`src/rtl/smbr_pkg.sv`:
```
// Shared types and the CRC-8 step used by the block-read engine.
// Assumes: bytes are sent MSB first; CRC polynomial 0x07, no reflection.
package smbr_pkg;

    typedef enum logic [3:0] {
        ST_IDLE,
        ST_ADDR_W,
        ST_CMD,
        ST_WAIT_RS,
        ST_ADDR_R,
        ST_CNT_LD,
        ST_SEND_CNT,
        ST_SEND_DATA,
        ST_SEND_PEC,
        ST_WAIT_STOP
    } smbr_state_e;

    localparam logic [7:0] CRC_POLY = 8'h07;

    // One byte through the CRC-8 shift register, MSB first.
    function automatic logic [7:0] crc8_step(input logic [7:0] c, input logic [7:0] d);
        logic [7:0] r;
        r = c;
        for (int i = 7; i >= 0; i--) begin
            if (r[7] ^ d[i]) r = {r[6:0], 1'b0} ^ CRC_POLY;
            else             r = {r[6:0], 1'b0};
        end
        return r;
    endfunction

endpackage

```
`src/rtl/smbr_crc8.sv`:
```
// Running CRC-8 register for the packet error code.
// Assumes: clr has priority over en; en folds din in one cycle.
module smbr_crc8
    import smbr_pkg::*;
(
    input  logic       clk,
    input  logic       rst_n,
    input  logic       clr,
    input  logic       en,
    input  logic [7:0] din,
    output logic [7:0] crc
);

    // Accumulate one byte per enabled cycle; clear on request.
    always_ff @(posedge clk) begin
        if (!rst_n)   crc <= 8'h00;
        else if (clr) crc <= 8'h00;
        else if (en)  crc <= crc8_step(crc, din);
    end

    p_crc_clear_r9: assert property (@(posedge clk) disable iff (!rst_n)
        clr |=> (crc == 8'h00));

    p_crc_hold_r7: assert property (@(posedge clk) disable iff (!rst_n)
        (!clr && !en) |=> $stable(crc));

endmodule

```
`src/rtl/smbr_decode.sv`:
```
// Address and command decoder for a received byte.
// Assumes: one block of BLK_LEN registers per accepted command code.
module smbr_decode #(
    parameter logic [6:0] OWN_ADDR   = 7'h2C,
    parameter logic [7:0] CMD_BASE   = 8'hB0,
    parameter int         NUM_BLOCKS = 4,
    parameter int         BLK_LEN    = 16,
    parameter int         RF_AW      = 6
) (
    input  logic [7:0]       rx_byte,
    output logic             addr_w_hit,
    output logic             addr_r_hit,
    output logic             cmd_hit,
    output logic [RF_AW-1:0] blk_base
);

    logic [NUM_BLOCKS-1:0] blk_hit;

    assign addr_w_hit = (rx_byte == {OWN_ADDR, 1'b0});
    assign addr_r_hit = (rx_byte == {OWN_ADDR, 1'b1});

    // One comparator per block command code.
    for (genvar g = 0; g < NUM_BLOCKS; g++) begin : g_cmd
        assign blk_hit[g] = (rx_byte == 8'(int'(CMD_BASE) + g));
    end

    assign cmd_hit = |blk_hit;

    // Start address of the selected block.
    always_comb begin
        blk_base = '0;
        for (int i = 0; i < NUM_BLOCKS; i++) begin
            if (blk_hit[i]) blk_base = blk_base | RF_AW'(i * BLK_LEN);
        end
    end

    // at most one command code can match.
    always_comb begin
        p_cmd_onehot_r3: assert ($onehot0(blk_hit));
    end

endmodule

```
`src/rtl/smbr_seq.sv`:
```
// Transaction sequencer: accepts the write phase, the repeated start and the read address,
// then presents the count, the data block and the PEC, one byte per master ACK.
// Assumes: event pulses last one cycle; stop beats start, and both beat byte events.
module smbr_seq
    import smbr_pkg::*;
#(
    parameter int BLK_LEN = 16,
    parameter int RF_AW   = 6
) (
    input  logic             clk,
    input  logic             rst_n,
    input  logic             bus_start,
    input  logic             bus_stop,
    input  logic             rx_valid,
    input  logic [7:0]       rx_byte,
    input  logic             mack_valid,
    input  logic             mack_nack,
    input  logic             busy,
    input  logic             addr_w_hit,
    input  logic             addr_r_hit,
    input  logic             cmd_hit,
    input  logic [RF_AW-1:0] blk_base,
    input  logic [7:0]       crc_val,
    input  logic [7:0]       rf_rdata,
    output logic             crc_clr,
    output logic             crc_en,
    output logic [7:0]       crc_din,
    output logic             slv_ack_valid,
    output logic             slv_ack,
    output logic             tx_load,
    output logic [7:0]       tx_byte,
    output logic [RF_AW-1:0] rf_addr
);

    localparam int         CNT_W    = $clog2(BLK_LEN + 1);
    localparam logic [7:0] CNT_BYTE = 8'(BLK_LEN);
    localparam logic [CNT_W-1:0] LAST_IDX = CNT_W'(BLK_LEN);

    smbr_state_e      state, nxt;
    logic [CNT_W-1:0] idx, idx_n;
    logic [RF_AW-1:0] base_q, base_n;
    logic             ackv_n, ack_n, ld_n;
    logic [7:0]       txb_n;

    assign rf_addr = base_q + RF_AW'(idx);

    // Next state, responses and CRC feed for this cycle's event.
    always_comb begin
        nxt     = state;
        idx_n   = idx;
        base_n  = base_q;
        ackv_n  = 1'b0;
        ack_n   = 1'b0;
        ld_n    = 1'b0;
        txb_n   = tx_byte;
        crc_clr = 1'b0;
        crc_en  = 1'b0;
        crc_din = rx_byte;
        if (bus_stop) begin
            nxt     = ST_IDLE;
            crc_clr = 1'b1;
        end else if (bus_start) begin
            if (state == ST_WAIT_RS) begin
                nxt = ST_ADDR_R;
            end else begin
                nxt     = ST_ADDR_W;
                crc_clr = 1'b1;
            end
        end else begin
            unique case (state)
                ST_ADDR_W: if (rx_valid) begin
                    ackv_n = 1'b1;
                    if (addr_w_hit) begin
                        ack_n  = 1'b1;
                        crc_en = 1'b1;
                        nxt    = ST_CMD;
                    end else begin
                        nxt = ST_IDLE;
                    end
                end
                ST_CMD: if (rx_valid) begin
                    ackv_n = 1'b1;
                    if (cmd_hit && !busy) begin
                        ack_n  = 1'b1;
                        crc_en = 1'b1;
                        base_n = blk_base;
                        nxt    = ST_WAIT_RS;
                    end else begin
                        nxt = ST_IDLE;
                    end
                end
                ST_WAIT_RS: if (rx_valid) nxt = ST_IDLE;
                ST_ADDR_R: if (rx_valid) begin
                    ackv_n = 1'b1;
                    if (addr_r_hit) begin
                        ack_n  = 1'b1;
                        crc_en = 1'b1;
                        idx_n  = '0;
                        nxt    = ST_CNT_LD;
                    end else begin
                        nxt = ST_IDLE;
                    end
                end
                ST_CNT_LD: begin
                    ld_n    = 1'b1;
                    txb_n   = CNT_BYTE;
                    crc_en  = 1'b1;
                    crc_din = CNT_BYTE;
                    nxt     = ST_SEND_CNT;
                end
                ST_SEND_CNT, ST_SEND_DATA: if (mack_valid) begin
                    if (mack_nack) begin
                        nxt = ST_WAIT_STOP;
                    end else if (idx == LAST_IDX) begin
                        ld_n  = 1'b1;
                        txb_n = crc_val;
                        nxt   = ST_SEND_PEC;
                    end else begin
                        ld_n    = 1'b1;
                        txb_n   = rf_rdata;
                        crc_en  = 1'b1;
                        crc_din = rf_rdata;
                        idx_n   = idx + 1'b1;
                        nxt     = ST_SEND_DATA;
                    end
                end
                ST_SEND_PEC: if (mack_valid) nxt = ST_WAIT_STOP;
                default: ;
            endcase
        end
    end

    // State and output registers.
    always_ff @(posedge clk) begin
        if (!rst_n) begin
            state         <= ST_IDLE;
            idx           <= '0;
            base_q        <= '0;
            slv_ack_valid <= 1'b0;
            slv_ack       <= 1'b0;
            tx_load       <= 1'b0;
            tx_byte       <= 8'h00;
        end else begin
            state         <= nxt;
            idx           <= idx_n;
            base_q        <= base_n;
            slv_ack_valid <= ackv_n;
            slv_ack       <= ack_n;
            tx_load       <= ld_n;
            tx_byte       <= txb_n;
        end
    end

    p_ack_after_rx_r10: assert property (@(posedge clk) disable iff (!rst_n)
        slv_ack_valid |-> $past(rx_valid));

    p_busy_nack_r2: assert property (@(posedge clk) disable iff (!rst_n)
        (state == ST_CMD && rx_valid && busy && !bus_start && !bus_stop)
        |=> (slv_ack_valid && !slv_ack));

    p_stop_idle_r9: assert property (@(posedge clk) disable iff (!rst_n)
        bus_stop |=> (state == ST_IDLE));

    p_idx_bound_r6: assert property (@(posedge clk) disable iff (!rst_n)
        idx <= LAST_IDX);

    p_quiet_after_nack_r8: assert property (@(posedge clk) disable iff (!rst_n)
        (state == ST_WAIT_STOP) |-> !tx_load);

    p_count_first_r5: assert property (@(posedge clk) disable iff (!rst_n)
        (state == ST_CNT_LD) |=> (tx_load && tx_byte == CNT_BYTE));

endmodule

```
`src/rtl/smbus_blkrd_pec.sv`:
```
// Top of the SMBus block-read responder: decoder, sequencer and PEC register.
// Assumes: a bit-level front end supplies decoded bus events and shifts tx_byte out.
module smbus_blkrd_pec #(
    parameter logic [6:0] OWN_ADDR   = 7'h2C,
    parameter logic [7:0] CMD_BASE   = 8'hB0,
    parameter int         NUM_BLOCKS = 4,
    parameter int         BLK_LEN    = 16,
    parameter int         RF_AW      = 6
) (
    input  logic             clk,
    input  logic             rst_n,
    input  logic             bus_start,
    input  logic             bus_stop,
    input  logic             rx_valid,
    input  logic [7:0]       rx_byte,
    input  logic             mack_valid,
    input  logic             mack_nack,
    input  logic             busy,
    output logic             slv_ack_valid,
    output logic             slv_ack,
    output logic             tx_load,
    output logic [7:0]       tx_byte,
    output logic [RF_AW-1:0] rf_addr,
    input  logic [7:0]       rf_rdata
);

    logic             addr_w_hit, addr_r_hit, cmd_hit;
    logic [RF_AW-1:0] blk_base;
    logic             crc_clr, crc_en;
    logic [7:0]       crc_din, crc_val;

    smbr_decode #(
        .OWN_ADDR(OWN_ADDR), .CMD_BASE(CMD_BASE), .NUM_BLOCKS(NUM_BLOCKS),
        .BLK_LEN(BLK_LEN), .RF_AW(RF_AW)
    ) u_dec (
        .rx_byte(rx_byte), .addr_w_hit(addr_w_hit), .addr_r_hit(addr_r_hit),
        .cmd_hit(cmd_hit), .blk_base(blk_base)
    );

    smbr_crc8 u_crc (
        .clk(clk), .rst_n(rst_n), .clr(crc_clr), .en(crc_en),
        .din(crc_din), .crc(crc_val)
    );

    smbr_seq #(.BLK_LEN(BLK_LEN), .RF_AW(RF_AW)) u_seq (
        .clk(clk), .rst_n(rst_n), .bus_start(bus_start), .bus_stop(bus_stop),
        .rx_valid(rx_valid), .rx_byte(rx_byte), .mack_valid(mack_valid),
        .mack_nack(mack_nack), .busy(busy), .addr_w_hit(addr_w_hit),
        .addr_r_hit(addr_r_hit), .cmd_hit(cmd_hit), .blk_base(blk_base),
        .crc_val(crc_val), .rf_rdata(rf_rdata), .crc_clr(crc_clr),
        .crc_en(crc_en), .crc_din(crc_din), .slv_ack_valid(slv_ack_valid),
        .slv_ack(slv_ack), .tx_load(tx_load), .tx_byte(tx_byte), .rf_addr(rf_addr)
    );

endmodule

```
`config.mk`:
```
export PLATFORM = sky130hd
export DESIGN_NAME = smbus_blkrd_pec
export DESIGN_NICKNAME = d
export VERILOG_FILES = /design/src/rtl/smbr_pkg.sv /design/src/rtl/smbr_crc8.sv /design/src/rtl/smbr_decode.sv /design/src/rtl/smbr_seq.sv /design/src/rtl/smbus_blkrd_pec.sv
export SDC_FILE = /design/constraint.sdc
export NUM_CORES = 1
export LEC_CHECK = 0
export ABC_CLOCK_PERIOD_IN_PS = 2900
export BUFFER_PORTS_ARGS = -buffer_cell sky130_fd_sc_hd__buf_2
export CORE_UTILIZATION = 45
export DETAILED_ROUTE_END_ITERATION = 8
export PLACE_DENSITY = 0.69
export SLEW_MARGIN = 0
export SYNTH_ARGS = -nofsm -noshare
export SYNTH_HDL_FRONTEND = slang
export SYNTH_SLANG_ARGS = --single-unit
```
`constraint.sdc`:
```
create_clock -name clk -period 2.9 [get_ports clk]
set_clock_uncertainty 0.05 [all_clocks]
set_input_delay 0.29 -clock clk [delete_from_list [all_inputs] [get_ports clk]]
set_output_delay 0.29 -clock clk [all_outputs]
set_load 0.005 [all_outputs]
```
== After elaboration in Yosys (flattened, before gate mapping) ==
Cells that the tools add are included.
Storage, ports and cells
  logic and storage cells: 154
  flip-flop bits (word level): 34
  input port bits: 24
Operators by class
  add/sub/neg operators: 2
  bitwise logic cells: 20
  reduce and logical (&&, ||, !) cells: 16
  equality and inequality tests: 26
  multiplexer cells: 82
Operators by type and width (number)
  two-way mux 8 bit: 29
  two-way mux 4 bit: 9
  == test 8 bit (second input constant): 4
  case mux 8 bit (2 select lines): 2
  two-way mux 3 bit: 10
  two-way mux 5 bit: 6
  case mux 4 bit (7 select lines): 1
  NOT 3 bit: 8
  != test 3 bit (second input constant): 6
  two-way mux 1 bit: 17
  == test 4 x 3 -> 1 bit (second input constant): 4
  == test 8 x 7 -> 1 bit (second input constant): 2
  two-way mux 6 bit: 2
  != test 2 bit (second input constant): 5
  case mux 5 bit (2 select lines): 1
  AND reduction 5 bit: 2
  == test 4 x 2 -> 1 bit (second input constant): 2
  AND reduction 8 bit: 1
  nonzero test 8 bit: 1
  OR reduction 4 bit: 2
  XOR 1 bit: 8
  AND reduction 7 bit: 1
  adder 6 x 5 -> 6 bit: 1
  OR reduction 2 bit: 3
  other kinds (13): 19

== Depth between registers and ports, before layout ==
Gate-level depths: netlist (run 1).
  depth in word-level cells: 44
  gate-level depth with buffers: 11
  depth with buffers taken out: 9

== Hierarchy ==
From an unflattened synthesis (run 1), not the netlist that was laid out.
Second synthesis, totals
  cells, all modules: 310
  area, all modules: 2637.5 um^2
Modules (own cells, without submodules)
  smbr_seq: instances 1, area each 1933.1 um^2, sequential area each 520.5 um^2, cells an instance 234
  smbr_crc8: instances 1, area each 600.6 um^2, sequential area each 160.2 um^2, cells an instance 60
  smbr_decode: instances 1, area each 103.8 um^2, sequential area each 0.0 um^2, cells an instance 16

== Worst setup path before layout (run 1) ==
No wires, ideal clock.
  path type: reg-to-reg
  start point: reg u_seq.idx[0]
  end point: reg u_crc.crc[7]
  stages on the path, launching flop included: 11
  data arrival time: 2.618 ns
  required time: 2.780 ns
  path slack: 0.162 ns
  library setup time: 0.070 ns
  period minus slack after synthesis: 2.738 ns
  buffers on the path: 1
  cell sequence: dfxtp_1 -> inv_1 -> ha_1 -> and4bb_1 -> buf_6 -> nor4_4 -> a21oi_2 -> a211oi_2 -> xnor3_1 -> or3_1 -> a21oi_1
On the way
  word-level cells in the longest chain between the ends: 34
  elaborated cells between the ends (all ways): 42
  classes of those cells: 1 x eq/ne; 36 x mux; 5 x bitwise
RTL lines
  start, declared: RTL line smbr_seq.sv:40  | logic [CNT_W-1:0] idx, idx_n;
  start signal, assigned: RTL line smbr_seq.sv:145  | idx <= idx_n;
  == test 5 bit (*): RTL line smbr_seq.sv:114  | end else if (idx == LAST_IDX) begin
  two-way mux 8 bit: RTL line smbr_seq.sv:114
  two-way mux 8 bit: RTL line smbr_seq.sv:112  | if (mack_nack) begin
  two-way mux 8 bit: RTL line smbr_seq.sv:111  | ST_SEND_CNT, ST_SEND_DATA: if (mack_valid) begin
  case mux 8 bit (2 select lines): RTL line smbr_seq.sv:70  | unique case (state)
  two-way mux 8 bit: RTL line smbr_seq.sv:62  | end else if (bus_start) begin
  two-way mux 8 bit: RTL line smbr_seq.sv:59  | if (bus_stop) begin
  XOR 1 bit: RTL line smbr_pkg.sv:25  | if (r[7] ^ d[i]) r = {r[6:0], 1'b0} ^ CRC_POLY;
  (+18 left out)
  two-way mux 8 bit: RTL line smbr_crc8.sv:17  | else if (clr) crc <= 8'h00;
  two-way mux 8 bit: RTL line smbr_crc8.sv:16  | if (!rst_n) crc <= 8'h00;
  two-way mux 8 bit: RTL line smbr_crc8.sv:18  | else if (en) crc <= crc8_step(crc, din);
  two-way mux 8 bit: RTL line smbr_crc8.sv:17
  two-way mux 8 bit: RTL line smbr_crc8.sv:16
  two-way mux 8 bit: RTL line smbr_crc8.sv:18
  two-way mux 8 bit: RTL line smbr_crc8.sv:17
  two-way mux 8 bit: RTL line smbr_crc8.sv:16
  end signal, assigned: RTL line smbr_crc8.sv:18
  end, declared: RTL line smbr_crc8.sv:11  | output logic [7:0] crc
Mark *: on every way between the ends. The rest lies on a longest branch, timed or not. The select of a mux whose other input is x is not followed.
A chain may end at the register's enable or synchronous reset.

== Final worst setup path (run 1) ==
  start point: reg u_seq.idx[1]
  end point: reg u_crc.crc[3]
On the way
  word-level cells in the longest chain between the ends: 32
  elaborated cells between the ends (all ways): 44
  classes of those cells: 1 x eq/ne; 37 x mux; 6 x bitwise
RTL lines (RTL line)
  == test 5 bit (*): smbr_seq.sv:114
  two-way mux 8 bit: smbr_seq.sv:114
  two-way mux 8 bit: smbr_seq.sv:112
  two-way mux 8 bit: smbr_seq.sv:111
  case mux 8 bit (2 select lines): smbr_seq.sv:70
  two-way mux 8 bit: smbr_seq.sv:62
  two-way mux 8 bit: smbr_seq.sv:59
  XOR 1 bit: smbr_pkg.sv:25
  (+16 left out)
  two-way mux 8 bit: smbr_crc8.sv:18
  two-way mux 8 bit: smbr_crc8.sv:17
  two-way mux 8 bit: smbr_crc8.sv:16
  XOR 1 bit: smbr_pkg.sv:25
  two-way mux 3 bit: smbr_pkg.sv:25
  two-way mux 8 bit: smbr_crc8.sv:18
  two-way mux 8 bit: smbr_crc8.sv:17
  two-way mux 8 bit: smbr_crc8.sv:16
Marked as above.

==> results of run 1 <==
==> stage by stage <==
stage | hold WS [ns] | setup WS [ns]
CTS | 0.306 | 0.0313
floorplan | 0.378 | 0.162
detailed placement | 0.381 | 0.0513
finish | 0.309 | 0.155
global route | 0.313 | -0.0142
global placement | 0.378 | 0.0515
==> state kept, by name, indices dropped and copies added, names as in the netlist <==
name and cells:
u_crc.crc 8, u_seq.base_q 2, u_seq.idx 5, u_seq.slv_ack 1
u_seq.slv_ack_valid 1, u_seq.state 4, u_seq.tx_byte 8, u_seq.tx_load 1
==> kinds of logic (layout without fill, tap and decap cells) <==
kind of cell	count (synthesis)	in the layout	synth area share (%)
compound gates	82	82	24.8
xor+xnor	15	15	7.19
fa+ha+maj	3	3	1.69
buf+inv	30	75	6.12
flops	30	30	27.0
mux	10	10	4.49
simple gates	111	111	28.8
==> synthesized netlist by cell type (4+ instances only) <==
cell type                   n  share of area [%]
sky130_fd_sc_hd__a211oi_1   4                1.3
sky130_fd_sc_hd__nand2b_1  10                2.8
sky130_fd_sc_hd__o22ai_1    5                1.4
sky130_fd_sc_hd__nand3_1    4               0.90
sky130_fd_sc_hd__a21oi_1   22                4.9
sky130_fd_sc_hd__dfxtp_1   30                 27
sky130_fd_sc_hd__nor2_1    17                2.9
sky130_fd_sc_hd__nor2b_1   10                2.8
sky130_fd_sc_hd__o311ai_0   4                1.6
sky130_fd_sc_hd__o21ai_0   16                3.6
sky130_fd_sc_hd__buf_4      4                1.3
sky130_fd_sc_hd__xnor2_1   10                3.9
sky130_fd_sc_hd__mux2i_1   10                4.5
sky130_fd_sc_hd__nand2_1   28                4.7
sky130_fd_sc_hd__inv_1      9                1.5
sky130_fd_sc_hd__clkbuf_1  15                2.5
sky130_fd_sc_hd__nor4b_1    4                1.6
sky130_fd_sc_hd__nor3_1     7                1.6
sky130_fd_sc_hd__a31oi_1    4                1.1
==> metal layers <==
metal,wire length [um],GRT usage [%],up-vias
li1,-,-,1111
met4,63,7.41,0
met5,0,0,-
met2,2920,40.1,76
met1,2750,31.9,1084
met3,336,4.72,6
==> final timing paths <==
path / depth (start not counted) / endpoint / start
min reg2reg: 2 / u_seq.tx_byte[4] / u_seq.tx_byte[4]
max: 9 / u_crc.crc[3] / u_seq.idx[1]
min: 2 / u_seq.slv_ack_valid / rx_valid
max reg2reg: 9 / u_crc.crc[3] / u_seq.idx[1]
==> power by group through the flow <==
stage	combinational (uW)	sequential [uW]	clock [uW]
2_1_floorplan	80.2	424	0
3_3_place_gp	126	426	0
3_5_place_dp	128	426	0
4_1_cts	128	417	410
5_1_grt	143	417	430
6_report	133	417	402
==> critical path: stages (launching register included) <==
cell and delay (ns):
sky130_fd_sc_hd__dfxtp_1 0.39, sky130_fd_sc_hd__inv_1 0.07, sky130_fd_sc_hd__ha_1 0.19, sky130_fd_sc_hd__and4bb_1 0.29, sky130_fd_sc_hd__o311a_2 0.44, sky130_fd_sc_hd__o31a_1 0.31, sky130_fd_sc_hd__o211a_1 0.22, sky130_fd_sc_hd__or3b_1 0.36
sky130_fd_sc_hd__mux2i_1 0.18, sky130_fd_sc_hd__mux2i_1 0.19
==> layout make-up <==
type                    instances  area [um^2]
well taps                      67         83.8
inverters                       9         33.8
fillers                       460         2060
flip-flops and latches         30          602
multi-input cells             221         1530
clock buffers                   8          110
repair buffers                 58          335
==> what timing repair did <==
item                                    CTS  global route
buffers inserted                          0             1
endpoints found under the setup margin    0             4
gates resized for setup                   0             6
==> results.rst, run 1 <==
.. list-table::
   :header-rows: 1

   * - Metric
     - Value
   * - Outcome
     - complete, no violations
   * - Final hold violations
     - 0
   * - Max Cap Viol
     - 0
   * - Hold Path Class
     - primary input to flop
   * - Sequential fraction of the synthesis area
     - 27.0%
   * - First-pass GRT wire length
     - around 10000 um
   * - Int Power
     - 712 uW
   * - Overall power consumption
     - ~950 uW
   * - Final-report max-slew violation count
     - 0
   * - Clock-pin slew reported for the worst setup and hold paths after clock tree synthesis
     - about 0.070 ns
   * - Die footprint
     - 0.00523 mm^2
   * - Final estimated routing congestion in global placement
     - ~1
   * - Maximum number of pins on one net before global-route repair
     - 18
   * - Core area
     - ~0.0048 mm^2
   * - Row count
     - 25
   * - Logic gate share of total power
     - about 14%
   * - Routed wire length
     - just over 6000 um
   * - Most frequent standard cell in the layout excluding fill and tap cells
     - sky130_fd_sc_hd__buf_2
   * - Peak supply drop
     - roughly 0.21 mV
   * - Global route overflow
     - 0
   * - Drt first pass iters
     - 4
   * - Initial drt markers
     - around 200
   * - Synth async-reset ratio
     - 0%
   * - Sum of net half-perimeters after detailed placement
     - 4590 um
   * - CTS sink count
     - 30
   * - Post-synthesis average cell area
     - about 7.9 um^2
   * - Area growth from synthesis to final layout
     - 21.0%
   * - Pleak
     - 0.00113 uW
   * - Portion of the clock cycle consumed by the worst path in the final layout
     - a little over nine tenths
   * - Ant. Diodes
     - 0
   * - Synthesized net count
     - approximately 310
   * - Classification of the worst setup path
     - flop to flop
   * - Share of post-route cells with drive strength above 1
     - roughly a quarter
   * - Total GRT Usage
     - roughly a quarter
   * - Setup total negative slack
     - 0 ns
   * - Total power per unit cell area
     - roughly 350 mW/mm^2
   * - Placed insts
     - about 380
   * - Starting density of the core
     - between 40 and 50%
   * - Number of buffers created by CTS
     - 5
   * - Routed length per instance
     - 15.4 um
   * - Distinct cell type count after synthesis
     - 65
   * - Number of buffers inserted for hold repair after clock tree synthesis
     - 0
   * - TritonCTS clock tree
     - built
   * - Number of synthesized flops with an enable pin
     - 0
   * - Post-route ant nets
     - 0
   * - Library cell used as clock root buffer
     - sky130_fd_sc_hd__clkbuf_8
   * - Via density per instance
     - 5.79
   * - Post-Syn Area
     - ~0.0022 mm^2
   * - Routed via count
     - roughly 2300
   * - Design Area, Final
     - between 0.002 and 0.003 mm^2
   * - Synthesis warning total
     - 0
   * - DRC viols
     - 0
   * - Normalized max-slew margin
     - 49.8%
   * - Horizontal die dimension
     - slightly above 70 um
   * - Input/output buffers
     - 40
   * - Maximum fanout encountered on the critical timing path
     - 6
   * - Most frequent cells in the layout
     - 40 x sky130_fd_sc_hd__buf_2, 29 x sky130_fd_sc_hd__dfxtp_1, 28 x sky130_fd_sc_hd__nand2_1
   * - Worst Path Arrival
     - slightly below 3 ns
   * - Number of antenna violations at the first check in global routing
     - 0
   * - Required time reported for the critical path endpoint
     - 3.06 ns
   * - Register-to-Register Setup Slack
     - ~0.16 ns
   * - Power share of the sequential group
     - 43.8%
   * - Longest Clk Path Bufs
     - 2
   * - Worst Setup Start Kind
     - flop
   * - Total number of H-tree levels
     - 2
   * - FF+latch count, synth
     - 30
   * - Min Tclk post-route
     - 2.74 ns
   * - Placed Area
     - around 0.0025 mm^2
   * - Prevailing post-synth register cell
     - sky130_fd_sc_hd__dfxtp_1
   * - Clock group share of total power
     - 42.2%
   * - Vert. Die Dim
     - 72.4 um
   * - Highest clock rate
     - 0.364 GHz
   * - Net switching component of the power
     - between 200 and 250 uW
   * - Pin slew with the least headroom to its limit
     - between 0.7 and 0.8 ns
   * - Count of boundary I/O pins
     - 41
   * - Non-filler cells in the finished layout
     - 393
   * - Clock insertion delay at the later pin of the skew report
     - 0.28 ns
   * - Vias in the first global route
     - ~2100
   * - Capturing element type of the critical path
     - flop
   * - Final net count
     - 352
   * - Post-synthesis cell count
     - approximately 280
   * - Core occupancy in the finished layout
     - a little under three fifths
   * - Share of total power consumed by net switching
     - between 20% and 30%
   * - # setup viols final
     - 0
Note: power is estimated with default switching activity, not from simulation.
==> run 2, diff against run 1 <==
--- a/config.mk
+++ b/config.mk
@@ -6,10 +6,9 @@
 export NUM_CORES = 1
 export LEC_CHECK = 0
 export ABC_CLOCK_PERIOD_IN_PS = 2900
-export BUFFER_PORTS_ARGS = -buffer_cell sky130_fd_sc_hd__buf_2
 export CORE_UTILIZATION = 45
 export DETAILED_ROUTE_END_ITERATION = 8
-export PLACE_DENSITY = 0.69
+export DONT_BUFFER_PORTS = 1
 export SLEW_MARGIN = 0
 export SYNTH_ARGS = -nofsm -noshare
 export SYNTH_HDL_FRONTEND = slang
==> results.rst, run 2 (synthesis results as in run 1) <==
.. list-table::
   :header-rows: 1

   * - Metric
     - Value
   * - Outcome
     - complete, no violations (unchanged)
   * - Pleak
     - 0.000939 uW (was 0.00113 uW)
   * - Register-to-Register Setup Slack
     - 0.15 ns (was 0.16 ns)
   * - Clock-pin slew reported for the worst setup and hold paths after clock tree synthesis
     - 0.06 ns (was 0.07 ns)
   * - Stage delay of the slowest cell on the critical path
     - 0.42 ns (was 0.44 ns)
   * - Row count
     - 25 (unchanged)
   * - Classification of the worst setup path
     - flop to flop (unchanged)
   * - Pin slew with the least headroom to its limit
     - 0.770 ns (was 0.751 ns)
   * - Capturing element type of the critical path
     - flop (unchanged)
   * - Maximum fanout encountered on the critical timing path
     - 10 (was 6)
   * - Worst Setup Start Kind
     - flop (unchanged)
   * - Drt first pass iters
     - 5 (was 4)
   * - Capture instance of the worst register-to-register path
     - u_crc.crc[1] (was u_crc.crc[3])
   * - CTS sink count
     - 30 (unchanged)
   * - Non-filler cells in the finished layout
     - 357 (was 393)
   * - Maximum number of pins on one net before global-route repair
     - 18 (unchanged)
   * - TritonCTS clock tree
     - built (unchanged)
   * - Routed wire length
     - 6220 um (was 6070 um)
   * - Input/output buffers
     - 0 (was 40)
   * - DRC viols
     - 0 (unchanged)
   * - Fill cell instance count of the final layout
     - 476 (was 460)
   * - Cell count of the worst hold path
     - 2 (unchanged)
   * - Worst Path Arrival
     - 2.86 ns (was 2.91 ns)
   * - Worst-case hold path end point
     - u_seq.tx_byte[4] (was u_seq.slv_ack_valid)
   * - Largest registers
     - u_crc.crc (8), u_seq.tx_byte (8), u_seq.idx (5) (unchanged)
   * - Final net count
     - 316 (was 352)
   * - Most common cell type on the critical path
     - sky130_fd_sc_hd__buf_4 (was sky130_fd_sc_hd__mux2i_1)
   * - Total GRT Usage
     - 24.2% (was 24.3%)
   * - Vias in the first global route
     - 1938 (was 2086)
   * - Horizontal die dimension
     - 72.4 um (unchanged)
   * - Final estimated routing congestion in global placement
     - 0.872 (was 0.973)
   * - Routed via count
     - 2101 (was 2277)
   * - Core area
     - 0.00475 mm^2 (unchanged)
   * - Vert. Die Dim
     - 72.4 um (unchanged)
   * - Total power per unit cell area
     - 347 mW/mm^2 (was 353 mW/mm^2)
   * - Master of the slowest instance on the critical path
     - sky130_fd_sc_hd__and4bb_2 (was sky130_fd_sc_hd__o311a_2)
   * - Final hold violations
     - 0 (unchanged)
   * - Sum of net half-perimeters after detailed placement
     - 4650 um (was 4590 um)
   * - Min Tclk post-route
     - 2.75 ns (was 2.74 ns)
   * - Worst-case reg-to-reg path depth
     - 12 (was 9)
   * - Number of antenna violations at the first check in global routing
     - 0 (unchanged)
   * - Count of boundary I/O pins
     - 41 (unchanged)
   * - Final-report max-slew violation count
     - 0 (unchanged)
   * - Post-route ant nets
     - 0 (unchanged)
   * - Share of post-route cells with drive strength above 1
     - 15.5% (was 26.1%)
   * - Initial drt markers
     - 251 (was 198)
   * - Library cell used as clock root buffer
     - sky130_fd_sc_hd__clkbuf_8 (unchanged)
   * - Design Area, Final
     - 0.00248 mm^2 (was 0.00269 mm^2)
   * - Most frequent cells in the layout
     - 30 x sky130_fd_sc_hd__dfxtp_1, 28 x sky130_fd_sc_hd__nand2_1, 22 x sky130_fd_sc_hd__a21oi_1, 22 x sky130_fd_sc_hd__buf_4, 17 x sky130_fd_sc_hd__nor2_1 (was 40 x sky130_fd_sc_hd__buf_2, 29 x sky130_fd_sc_hd__dfxtp_1, 28 x sky130_fd_sc_hd__nand2_1)
   * - Longest Clk Path Bufs
     - 2 (unchanged)
   * - Number of buffers created by CTS
     - 5 (unchanged)
   * - Routed length per instance
     - 17.4 um (was 15.4 um)
   * - Portion of the clock cycle consumed by the worst path in the final layout
     - 94.7% (was 94.6%)
   * - Cells along the critical path
     - inv_1 > ha_1 > and4bb_2 > nor4_4 > buf_4 > buf_4 > buf_4 > a221oi_1 > a32oi_1 > xnor2_1 > xor2_1 > o22ai_1 (was inv_1 > ha_1 > and4bb_1 > o311a_2 > o31a_1 > o211a_1 > or3b_1 > mux2i_1 > mux2i_1)
   * - Normalized max-slew margin
     - 48.5% (was 49.8%)
   * - Die footprint
     - 0.00523 mm^2 (unchanged)
   * - Global route overflow
     - 0 (unchanged)
   * - Ant. Diodes
     - 0 (unchanged)
   * - Most frequent standard cell in the layout excluding fill and tap cells
     - sky130_fd_sc_hd__dfxtp_1 (was sky130_fd_sc_hd__buf_2)
   * - Via density per instance
     - 5.89 (was 5.79)
   * - Source of the worst register-to-register timing path
     - u_seq.idx[1] (unchanged)
   * - Hold Path Class
     - primary input to flop (unchanged)
   * - Peak supply drop
     - 0.290 mV (was 0.208 mV)
   * - Highest clock rate
     - 0.364 GHz (about the same)
   * - Placed insts
     - 344 (was 384)
   * - Placed Area
     - 0.00234 mm^2 (was 0.00254 mm^2)
   * - Starting density of the core
     - 46.8% (unchanged)
   * - Area growth from synthesis to final layout
     - 11.5% (was 21.0%)
   * - Required time reported for the critical path endpoint
     - 3.01 ns (was 3.06 ns)
   * - Max Cap Viol
     - 0 (unchanged)
   * - First-pass GRT wire length
     - 9680 um (was 9960 um)
   * - Clock insertion delay at the later pin of the skew report
     - 0.28 ns (about the same)
   * - Total number of H-tree levels
     - 2 (unchanged)
   * - Worst Hold Launch
     - rst_n (was rx_valid)
   * - # setup viols final
     - 0 (unchanged)
run 2: changes by cell type in the layout (fill, tap and decap cells not counted), moves of 2 or more:
cell,before,now
sky130_fd_sc_hd__buf_2,40,0
sky130_fd_sc_hd__buf_4,18,22
sky130_fd_sc_hd__clkbuf_8,8,6
sky130_fd_sc_hd__xnor2_1,8,10
sky130_fd_sc_hd__xnor2_2,2,0
run 2: power breakdown:
part	switching [uW]	total (uW)	leakage, uW	internal, uW
Sequential	3.52	417	0.000242	414
Combinational	49.8	96.0	0.000649	46.2
Clock	158	349	0.0000482	191
run 2: worst max-delay path by stage:
stage | startpoint | to | slack, ns
after CTS | u_seq.idx[0] | u_crc.crc[3] | 0.1
after global placement | u_seq.idx[0] | u_crc.crc[3] | 0.21
after global routing | u_seq.idx[1] | u_crc.crc[1] | -0.02
final | u_seq.idx[1] | u_crc.crc[1] | 0.15
after floorplan | u_seq.idx[0] | u_crc.crc[7] | 0.16
after detailed placement | u_seq.idx[0] | u_crc.crc[3] | 0.13
run 2: critical path, delay by kind of cell (launching register included):
family	cells	cell delay [ns]
buffers and inverters	4	0.50
flip-flops	1	0.31
adder cells (fa/ha/maj)	1	0.16
AO/OA/AOI/OAI	3	0.52
XOR/XNOR	2	0.61
AND/OR/NAND/NOR	2	0.49
run 2: metrics by stage:
stage                     hold slack, ns  util, %  setup TNS, ns  setup WS [ns]  total power, uW
after floorplan                    0.378        -              0          0.162              504
after global placement             0.366     49.3              0          0.212              520
after detailed placement           0.364     49.3              0          0.131              520
after CTS                         0.0707     51.2              0         0.0969              870
after global routing              0.0886     52.2        -0.0216        -0.0185              896
final                             0.0792     52.2              0          0.155              862
run 2: per-layer routing:
| layer | part of all wire, % | GRT usage [%] | vias up | wire, um |
|---|---|---|---|---|
| li1 | - | - | 1043 | - |
| met1 | 44 | 32.0 | 997 | 2740 |
| met2 | 48 | 37.7 | 55 | 2970 |
| met3 | 7.0 | 7.78 | 6 | 437 |
| met4 | 1.2 | 7.19 | 0 | 75 |
| met5 | 0 | 0 | - | 0 |
run 2: area by class of cell:
cell class                      count  area, um^2  share of cell area (%)
Inverter                            9        33.8                    1.36
Multi-Input combinational cell    221        1510                    60.8
Tap cell                           67        83.8                    3.38
Sequential cell                    30         601                    24.2
Timing Repair Buffer               22         165                    6.65
Clock buffer                        7        86.3                    3.48
Clock inverter                      1        5.00                   0.202
run 2: timing repair:
action,in CTS,in global routing
hold buffers,0,0
setup endpoints to repair,0,2
endpoints found under the hold margin,0,0
setup buffers,0,5
gates resized for setup,0,3
